File: src/rtl/pfl_pkg.sv
// Package: shared types and helpers for the parallel flash loader.
// Assumes: mode encoding is [2:0], flash boot selected by bits 2:1 = 2'b01.
package pfl_pkg;

    typedef enum logic [2:0] {
        ST_INIT   = 3'd0,
        ST_FETCH  = 3'd1,
        ST_FINISH = 3'd2,
        ST_DONE   = 3'd3,
        ST_OTHER  = 3'd4
    } pfl_state_e;

    // True when the mode selects boot from parallel flash.
    function automatic logic is_flash_mode(input logic [2:0] m);
        return (m[2] == 1'b0) && (m[1] == 1'b1);
    endfunction

endpackage

File: src/rtl/pfl_seq.sv
// Module: pfl_seq
// Sequencer for the flash loader: times the init phase, latches the
// configuration at init rise, counts wait states and bytes.
// Assumes: clr is synchronous and combines reset and program request.
module pfl_seq
    import pfl_pkg::*;
#(
    parameter int INIT_CYC = 4,
    parameter int WS_W     = 4,
    parameter int LEN_W    = 8
) (
    input  logic             clk,
    input  logic             rst_n,
    input  logic             clr,
    input  logic [2:0]       mode_i,
    input  logic [WS_W-1:0]  wait_i,
    input  logic [LEN_W-1:0] len_i,
    output pfl_state_e       state_o,
    output logic             start_o,
    output logic             step_o
);
    localparam int IC_W = (INIT_CYC > 1) ? $clog2(INIT_CYC) : 1;
    localparam logic [IC_W-1:0]  IC_LAST = IC_W'(INIT_CYC - 1);
    localparam logic [WS_W-1:0]  WS_ONE  = WS_W'(1);
    localparam logic [LEN_W-1:0] LEN_ONE = LEN_W'(1);

    pfl_state_e       state;
    logic [IC_W-1:0]  icnt;
    logic [WS_W-1:0]  ws;
    logic [WS_W-1:0]  wait_q;
    logic [LEN_W-1:0] len_q;
    logic [LEN_W-1:0] bcnt;

    // Start pulse at the end of the init phase; step when waits expire.
    always_comb begin
        start_o = (state == ST_INIT) && (icnt == IC_LAST);
        step_o  = (state == ST_FETCH) && (ws == wait_q);
        state_o = state;
    end

    // Main sequencing: init timing, config latch, wait and byte counting.
    always_ff @(posedge clk) begin
        if (clr) begin
            state  <= ST_INIT;
            icnt   <= '0;
            ws     <= WS_ONE;
            bcnt   <= '0;
            wait_q <= WS_ONE;
            len_q  <= LEN_ONE;
        end else begin
            case (state)
                ST_INIT: begin
                    if (icnt == IC_LAST) begin
                        wait_q <= (wait_i == '0) ? WS_ONE : wait_i;
                        len_q  <= len_i;
                        ws     <= WS_ONE;
                        bcnt   <= '0;
                        state  <= is_flash_mode(mode_i) ? ST_FETCH : ST_OTHER;
                    end else begin
                        icnt <= icnt + IC_W'(1);
                    end
                end
                ST_FETCH: begin
                    if (ws == wait_q) begin
                        ws   <= WS_ONE;
                        bcnt <= bcnt + LEN_ONE;
                        if (bcnt == len_q - LEN_ONE) state <= ST_FINISH;
                    end else begin
                        ws <= ws + WS_ONE;
                    end
                end
                ST_FINISH: state <= ST_DONE;
                default:   state <= state;
            endcase
        end
    end

    // the wait counter stays inside 1..W while fetching.
    a_r5_ws_bound: assert property (@(posedge clk) disable iff (!rst_n)
        (state == ST_FETCH) |-> (ws >= WS_ONE && ws <= wait_q));

    // latched configuration does not move once fetching has begun.
    a_r2_cfg_hold: assert property (@(posedge clk) disable iff (!rst_n || clr)
        (state == ST_FETCH && $past(state == ST_FETCH)) |-> ($stable(wait_q) && $stable(len_q)));

endmodule

File: src/rtl/pfl_addr_gen.sv
// Module: pfl_addr_gen
// Flash address walker: loads bottom or top of memory on start, then
// moves one step up or down per captured byte.
// Assumes: load and step are never high in the same cycle.
module pfl_addr_gen #(
    parameter int ADDR_W = 24
) (
    input  logic              clk,
    input  logic              rst_n,
    input  logic              load,
    input  logic              down_in,
    input  logic              step,
    output logic [ADDR_W-1:0] addr_o
);
    localparam logic [ADDR_W-1:0] ADDR_ONE = ADDR_W'(1);

    logic [ADDR_W-1:0] addr;
    logic              down_q;

    assign addr_o = addr;

    // Address register: start value on load, unit step on each capture.
    always_ff @(posedge clk) begin
        if (!rst_n) begin
            addr   <= '0;
            down_q <= 1'b0;
        end else if (load) begin
            addr   <= down_in ? '1 : '0;
            down_q <= down_in;
        end else if (step) begin
            addr <= down_q ? addr - ADDR_ONE : addr + ADDR_ONE;
        end
    end

    // each step moves the address by exactly one in the latched direction.
    a_r4_unit_step: assert property (@(posedge clk) disable iff (!rst_n)
        (step && !load) |=> (addr_o == ($past(down_q) ? $past(addr_o) - ADDR_ONE
                                                      : $past(addr_o) + ADDR_ONE)));

endmodule

File: src/rtl/pfl_capture.sv
// Module: pfl_capture
// Output stage: registers the flash byte and its address on each step
// and raises a one-cycle valid strobe.
// Assumes: flash data is settled at the step edge.
module pfl_capture #(
    parameter int ADDR_W = 24,
    parameter int DATA_W = 8
) (
    input  logic              clk,
    input  logic              clr,
    input  logic              step,
    input  logic [DATA_W-1:0] data_in,
    input  logic [ADDR_W-1:0] addr_in,
    output logic              valid_o,
    output logic [DATA_W-1:0] data_o,
    output logic [ADDR_W-1:0] addr_o
);
    // Byte capture and strobe generation.
    always_ff @(posedge clk) begin
        if (clr) begin
            valid_o <= 1'b0;
            data_o  <= '0;
            addr_o  <= '0;
        end else begin
            valid_o <= step;
            if (step) begin
                data_o <= data_in;
                addr_o <= addr_in;
            end
        end
    end

    // a capture leaves the source address on the stream port.
    a_r6_addr_tag: assert property (@(posedge clk) disable iff (clr)
        step |=> (valid_o && addr_o == $past(addr_in)));

endmodule

File: src/rtl/pflash_cfg_loader.sv
// Module: pflash_cfg_loader (top)
// Parallel NOR flash configuration master: init phase, mode latch,
// directional byte fetch with wait states, done and processor hold.
// Assumes: rst_n and prog_n are synchronous to clk.
module pflash_cfg_loader
    import pfl_pkg::*;
#(
    parameter int ADDR_W   = 24,
    parameter int DATA_W   = 8,
    parameter int WS_W     = 4,
    parameter int LEN_W    = 8,
    parameter int INIT_CYC = 4
) (
    input  logic              clk,
    input  logic              rst_n,
    input  logic              prog_n,
    input  logic [2:0]        mode_i,
    input  logic [WS_W-1:0]   wait_i,
    input  logic [LEN_W-1:0]  len_i,
    input  logic [DATA_W-1:0] flash_data_i,
    output logic [ADDR_W-1:0] flash_addr_o,
    output logic              flash_ce_n_o,
    output logic              flash_oe_n_o,
    output logic              flash_drive_o,
    output logic              init_o,
    output logic              done_o,
    output logic              cpu_hold_o,
    output logic              strm_valid_o,
    output logic [DATA_W-1:0] strm_data_o,
    output logic [ADDR_W-1:0] strm_addr_o
);
    pfl_state_e state;
    logic       clr;
    logic       start;
    logic       step;
    logic       active;

    assign clr = !rst_n || !prog_n;

    pfl_seq #(
        .INIT_CYC(INIT_CYC),
        .WS_W    (WS_W),
        .LEN_W   (LEN_W)
    ) u_seq (
        .clk    (clk),
        .rst_n  (rst_n),
        .clr    (clr),
        .mode_i (mode_i),
        .wait_i (wait_i),
        .len_i  (len_i),
        .state_o(state),
        .start_o(start),
        .step_o (step)
    );

    pfl_addr_gen #(
        .ADDR_W(ADDR_W)
    ) u_addr (
        .clk    (clk),
        .rst_n  (rst_n),
        .load   (start),
        .down_in(mode_i[0]),
        .step   (step),
        .addr_o (flash_addr_o)
    );

    pfl_capture #(
        .ADDR_W(ADDR_W),
        .DATA_W(DATA_W)
    ) u_cap (
        .clk    (clk),
        .clr    (clr),
        .step   (step),
        .data_in(flash_data_i),
        .addr_in(flash_addr_o),
        .valid_o(strm_valid_o),
        .data_o (strm_data_o),
        .addr_o (strm_addr_o)
    );

    // Output decode from the sequencer state.
    always_comb begin
        active        = (state == ST_FETCH) || (state == ST_FINISH);
        flash_ce_n_o  = !active;
        flash_oe_n_o  = !active;
        flash_drive_o = active;
        init_o        = (state != ST_INIT);
        done_o        = (state == ST_DONE);
        cpu_hold_o    = !done_o;
    end

    // once done, the flash is deselected and the bus released.
    a_r7_release_on_done: assert property (@(posedge clk) disable iff (!rst_n)
        done_o |-> (flash_ce_n_o && flash_oe_n_o && !flash_drive_o));

    // done rises only the clock after a byte was streamed.
    a_r8_done_after_last: assert property (@(posedge clk) disable iff (!rst_n)
        $rose(done_o) |-> $past(strm_valid_o));

    // a program request clears done and restarts init.
    a_r9_prog_restart: assert property (@(posedge clk) disable iff (!rst_n)
        !prog_n |=> (!done_o && !init_o && flash_ce_n_o));

    // init rises only after four clocks low.
    a_r1_init_width: assert property (@(posedge clk) disable iff (!rst_n)
        $rose(init_o) |-> ($past(!init_o, 1) && $past(!init_o, 4)));

endmodule

File: config.mk
export PLATFORM = sky130hd
export DESIGN_NAME = pflash_cfg_loader
export DESIGN_NICKNAME = d
export VERILOG_FILES = /design/src/rtl/pfl_pkg.sv /design/src/rtl/pfl_seq.sv /design/src/rtl/pfl_addr_gen.sv /design/src/rtl/pfl_capture.sv /design/src/rtl/pflash_cfg_loader.sv
export SDC_FILE = /design/constraint.sdc
export NUM_CORES = 1
export LEC_CHECK = 0
export BUFFER_PORTS_ARGS = -buffer_cell sky130_fd_sc_hd__buf_2
export CORE_ASPECT_RATIO = 0.6
export CORE_MARGIN = 2
export CORE_UTILIZATION = 30
export DETAILED_ROUTE_END_ITERATION = 10
export GPL_ROUTABILITY_DRIVEN = 0
export GPL_TIMING_DRIVEN = 0
export PLACE_DENSITY_LB_ADDON = 0.25
export SETUP_SLACK_MARGIN = 0.2
export SLEW_MARGIN = 5
export SYNTH_ARGS = -nofsm -noshare
export SYNTH_HDL_FRONTEND = slang
export SYNTH_SLANG_ARGS = --single-unit
File: constraint.sdc
create_clock -name clk -period 5 [get_ports clk]
set_clock_uncertainty 0.15 [all_clocks]
set_input_delay 0.5 -clock clk [delete_from_list [all_inputs] [get_ports clk]]
set_output_delay 0.5 -clock clk [all_outputs]
set_load 0.01 [all_outputs]
# [After elaboration in Yosys (flattened, before gate mapping)]
# Index checks and enable logic that the tools add are counted.
[word_totals] inputBits=26 wordCells=64 output_inout_bits=63 ff_bits=87
[op_classes] mux=16 n_reduce_logical=20 bitwise_logic=2 n_eq_ne=9 add_sub_neg=6
[op_table] cell="$mux W24" n=4
[op_table] cell="$add A24 B1 Y24 const B" n=1
[op_table] cell="$sub A24 B1 Y24 const B" n=1
[op_table] cell="$mux W8" n=2
[op_table] cell="$pmux W8 S2" n=1
[op_table] cell="$mux W3" n=4
[op_table] cell="$mux W4" n=3
[op_table] cell="$pmux W3 S3" n=1
[op_table] cell="$add A8 B1 Y8 const B" n=1
[op_table] cell="$eq A8 B8 Y1" n=1
[op_table] cell="$pmux W4 S2" n=1
[op_table] cell="$sub A8 B1 Y8 const B" n=1
[op_table] cell="$eq A3 B2 Y1 const B" n=2
[op_table] cell="$reduce_and A2 Y1" n=3
[op_table] cell="$reduce_bool A3 Y1" n=2
[op_table] cell="$add A4 B1 Y4 const B" n=1
[op_table] cell="$eq A4 B4 Y1" n=1
[op_table] cell="$logic_not A1 Y1" n=4
[op_table] cell="$logic_not A4 Y1" n=1
[op_table] cell="$ne A2 B1 Y1 const B" n=2
[op_table] cell="$reduce_and A4 Y1" n=1
[op_table] cell="$reduce_bool A2 Y1" n=2
[op_table] cell="$eq A3 B1 Y1 const B" n=1
[op_table] cell="$logic_and A1 B1 Y1" n=3
[op_table] cell="other kinds (7)" n=9

# [Longest topological paths before layout]
[depth] depth_word=5 mapped_depth=10 mapped_depth_nobuf=10

# [Modules after synthesis]
# Synthesis repeated with hierarchy kept, for this count alone.
[hier_totals] cells_unflattened=617 hier_area_um2=5054.8
[by_module_without_submodules] mod="pfl_addr_gen" area_per_inst_um2=2314.7 cells_each=315 instances=1 seq_area_each_um2=500.5
[by_module_without_submodules] mod="pfl_seq" area_per_inst_um2=1482.7 cells_each=187 instances=1 seq_area_each_um2=580.6
[by_module_without_submodules] mod="pfl_capture" area_per_inst_um2=1202.4 cells_each=106 instances=1 seq_area_each_um2=660.6
[by_module_without_submodules] mod="pflash_cfg_loader" area_per_inst_um2=55.1 cells_each=9 instances=1 seq_area_each_um2=0.0

# [Least setup slack after synthesis]
# OpenSTA, ideal clock, no wires.
[synth_timing] kind="reg2reg" from="reg u_addr.down_q" to="reg u_addr.addr[20], in the netlist u_addr.addr_o[20]" path_stages_with_launch=11 required_ps=4731 t_arrival_ps=2537 path_buffers=0 slack_ps=2194 setup_ps=119 synth_period_minus_slack_ps=2806 cell_sequence="dfxtp_1 inv_1 fa_1 nor2b_1 o31a_1 o21ai_1 a211oi_2 o21ai_1 and2_1 xnor2_1 o221a_1"
[synth_between] elab_chain_cells=3
[synth_rtl] item="start, declared" line="pfl_addr_gen.sv:18" source="logic down_q;"
[synth_rtl] item="start signal, assigned" line="pfl_addr_gen.sv:29" source="down_q <= down_in;"
[synth_rtl] item="$mux W24" line="pfl_addr_gen.sv:31" source="addr <= down_q ? addr - ADDR_ONE : addr + ADDR_ONE;"
[synth_rtl] item="$mux W24" line="pfl_addr_gen.sv:30" source="end else if (step) begin"
[synth_rtl] item="$mux W24" line="pfl_addr_gen.sv:27" source="end else if (load) begin"
[synth_rtl] item="end signal, assigned" line="pfl_addr_gen.sv:28" source="addr <= down_in ? '1 : '0;"
[synth_rtl] item="end signal, assigned" line="pfl_addr_gen.sv:31"
[synth_rtl] item="end, declared" line="pfl_addr_gen.sv:17" source="logic [ADDR_W-1:0] addr;"
# Every way passes these cells. The select of a mux whose other input is x is not followed.
# A chain may end at the register's enable or synchronous reset.

# [Worst setup path in the final report]
# Same ends and word-level chain as after synthesis.

==> impl_results.md <==
- Status: complete, no violations
- Post-synth ARST share: 0%
- Initial DRC count: approximately 220
- Combinational share of power: 5.4%
- Top post-synthesis cells by area: dfxtp_1 (37%), nand2_1 (9.9%), a21oi_1 (8.2%)
- Post-Syn Area: ~0.0047 mm2
- Largest net degree at the start of global routing: 28
- Maximum VDD drop: approximately 0.00013 V
- Root Buffer: clkbuf_16
- Vias: around 4500
- Crit-path max FO: 27
- WP depth: 10
- Clk sink count: 87
- Final hold violations: 0
- Crit path cell chain: inv_1 -> fa_1 -> nor2b_1 -> o31a_1 -> o21ai_1 -> a211oi_2 -> o21ai_1 -> and2_1 -> xnor2_1 -> o221a_1
- # diodes: 0
- Post-CTS Setup Bufs: 0
- Hold Crit Class: primary input to register
- Period Utilization, post-route: around three quarters
- Met1 usage: a little over a quarter
- CP Launch Type: register
- Worst hold slack: between 200 and 250 ps
- Internal: around 1.1 mW
- Initial antenna violation count: 0
- Die H: 101 um
- Syn Area/Cell: 7.96 um2
- Worst Tran Pin Value: approximately 1200 ps
- # DRC: 0
- R2r worst-path depth: 10
- Normalized max-slew margin: approximately a fifth
- CP peak stage delay: 1110 ps
- Switching share of total power: approximately a quarter
- Setup TNS: 0 ps
- Hold depth: 3
- Clk pwr share: 46.7%
- Setup ws final: 1220 ps
- Clk buf depth: 2
- CORE AREA: roughly 0.015 mm2
- Cell family with most CP delay: flip-flops
- Met2 Use GR: around a quarter
- TritonRoute pass-1 iters: 4
- Synth warn: 0
- Num ports: 89
- Mapped Nets: about 640
- Grt total ovfl: 0
- Switching power: 359 uW
- Data arrival, critical path: approximately 3900 ps
- Worst skew pair latency: around 340 ps
- Die width: around 170 um
- Worst path slowest cell: dfxtp_1
- Slew Limit Fails: 0
- Number of synthesized flops with an enable pin: 0
- Most frequent CP cell: o21ai_1
- Placement Setup Slack: between 1000 and 1500 ps
- Number of CTS-inserted buffers: 9
- Post-cts resize count: 0
- Pleak: between 2 and 2.5 nW
- Nets: ~740
- Crit path time final: 3780 ps
- Number of synthesized register bits: 87
- Layer with the highest usage: met1
- Worst Path Required: 5090 ps
- Met3 Use GR: ~4.5%
- Die footprint: roughly 0.017 mm2
- Register area share after synthesis: between 30 and 40%
- Starting utilization of the core area: 30.6%
- Detail Route Antenna Nets: 0
- Power Density: 261 mW/mm2
- Avg WL per Cell: ~16 um
- Critical Path End Type: register
- FP Rows: 35
- Final Util: 37.0%
- Final setup violation count: 0
- Area share of the largest cell type after synthesis: between 30 and 40%
- Htree depth: 3
- Design area: 0.00567 mm2
- DRT Wirelength: around 15000 um
- Vias per cell: between 5 and 6
- RSZ-0062 raised after global routing: false
- Maxcap violations: 0
- Seq pwr share: a little under half
- P&R area growth vs syn: 21.1%
- CTS tree: done
- CTS clk-pin slew, worst paths: 70 ps
- Synth Flop Type: dfxtp_1
- Share of cells above drive strength 1: approximately 19%
- WP buf/inv: 1
- Fmax: between 0.2 and 0.3 GHz
- Cell taking the most area after synthesis: dfxtp_1
- Placed standard-cell area: 0.00537 mm2
- Yosys cell types: 63
- GRT Total Usage: between 10% and 20%
- Worst Setup Path Type: register to register
- Hold_buf cts: 0
- PortBufs: between 80 and 90
- HPWL after DPL: roughly 11000 um
- Number of global-route vias before repair: 4315
- Cells after synthesis: between 500 and 600
- First-pass GRT wire length: approximately 23000 um
-- tightest hold or removal path, cell delays in order --
cell	delay (ps)
buf_2	90
nand2_1	40
a21oi_1	50
-- through the flow --
step / instances / total power, mW
2_1_floorplan: 588 / 0.768
3_3_place_gp: 878 / 0.802
3_5_place_dp: 878 / 0.805
4_1_cts: 894 / 1.50
5_1_grt: 894 / 1.53
6_report: 894 / 1.48
-- cell families (layout without fill, tap and decap cells) --
| kind of cell | Yosys count | in the layout | synth area share [%] |
|---|---|---|---|
| and+or+nand+nor | 232 | 232 | 21.9 |
| AOI/OAI and AO/OA | 159 | 159 | 22.1 |
| DFF | 87 | 87 | 37.2 |
| buffers and inverters | 42 | 145 | 3.74 |
| xor gates and xnor gates | 39 | 39 | 7.29 |
| adders and majority gates | 27 | 27 | 7.37 |
| muxes | 2 | 2 | 0.427 |
-- per-layer routing --
| metal | routed length [um] | share of wire [%] |
|---|---|---|
| met5 | 0 | 0 |
| met4 | 153 | 1.0 |
| met3 | 996 | 6.8 |
| met2 | 5740 | 39 |
| met1 | 7850 | 53 |
-- path summary, 6_finish.rpt --
check / startpoint / slack (ps) / to
min: flash_data_i[6] / 240 / u_cap.data_o[6]
max: u_addr.down_q / 1220 / u_addr.addr_o[20]
max reg2reg: u_addr.down_q / 1220 / u_addr.addr_o[20]
min reg2reg: u_cap.addr_o[2] / 300 / u_cap.addr_o[2]
-- area by class of cell --
class / instances / area (um2)
Multi-Input combinational cell: 459 / 2770
Clock buffer: 10 / 229
Fill cell: 1611 / 9660
Buffer: 30 / 130
Timing Repair Buffer: 87 / 435
Sequential cell: 87 / 1740
Clock inverter: 6 / 68.8
Tap cell: 203 / 254
Inverter: 12 / 45.0
-- cell usage after synthesis (all sizes together), types with 2 or more instances --
| library cell | number |
|---|---|
| o21bai | 2 |
| and3 | 5 |
| o31ai | 6 |
| o22ai | 3 |
| xor2 | 15 |
| nand3 | 18 |
| o21ai | 29 |
| nor4 | 2 |
| and2 | 4 |
| a211o | 2 |
| or2 | 3 |
| nor2 | 40 |
| a21o | 8 |
| clkbuf | 17 |
| mux2i | 2 |
| nand2b | 2 |
| o311ai | 2 |
| ha | 26 |
| a211oi | 5 |
| nand4 | 8 |
| a21oi | 77 |
| dfxtp | 87 |
| o21a | 9 |
| nor3 | 12 |
| xnor2 | 24 |
| nand3b | 3 |
| a31oi | 4 |
| inv | 12 |
| nand2 | 125 |
| buf | 13 |
| nor2b | 6 |
| a21boi | 2 |
-- cells in the final DEF (no fill, tap or decap), types with 4 or more instances in the layout --
master	Yosys	layout
a211oi_1	4	4
a21o_1	8	8
a21oi_1	77	77
and2_1	4	4
and3_1	5	5
buf_2	11	98
clkbuf_1	17	18
clkbuf_16	0	9
dfxtp_1	87	87
ha_1	26	26
inv_1	12	12
nand2_1	123	123
nand3_1	18	18
nand4_1	8	8
nor2_1	39	39
nor2b_1	5	5
nor3_1	12	12
o21a_1	9	9
o21ai_0	20	20
o21ai_1	7	7
o31ai_1	4	4
xnor2_1	24	24
xor2_1	15	15
-- power by group through the flow --
stage               registers [mW]  clock network [mW]  logic, mW
global route                 0.710               0.734     0.0879
finish                       0.709               0.691     0.0805
global placement             0.725                   0     0.0775
floorplan                    0.724                   0     0.0436
CTS                          0.709               0.706     0.0798
detailed placement           0.725                   0     0.0794
-- registers in the layout (all words and copies together), names as in the netlist --
name	cells
u_cap.data_o	8
u_addr.down_q	1
u_addr.addr_o	24
u_seq.len_q	8
u_seq.icnt	2
u_seq.wait_q	4
u_seq.ws	4
u_seq.state_o	3
u_seq.bcnt	8
u_cap.addr_o	24
u_cap.valid_o	1
No activity file was read; power rests on OpenSTA's default activity.
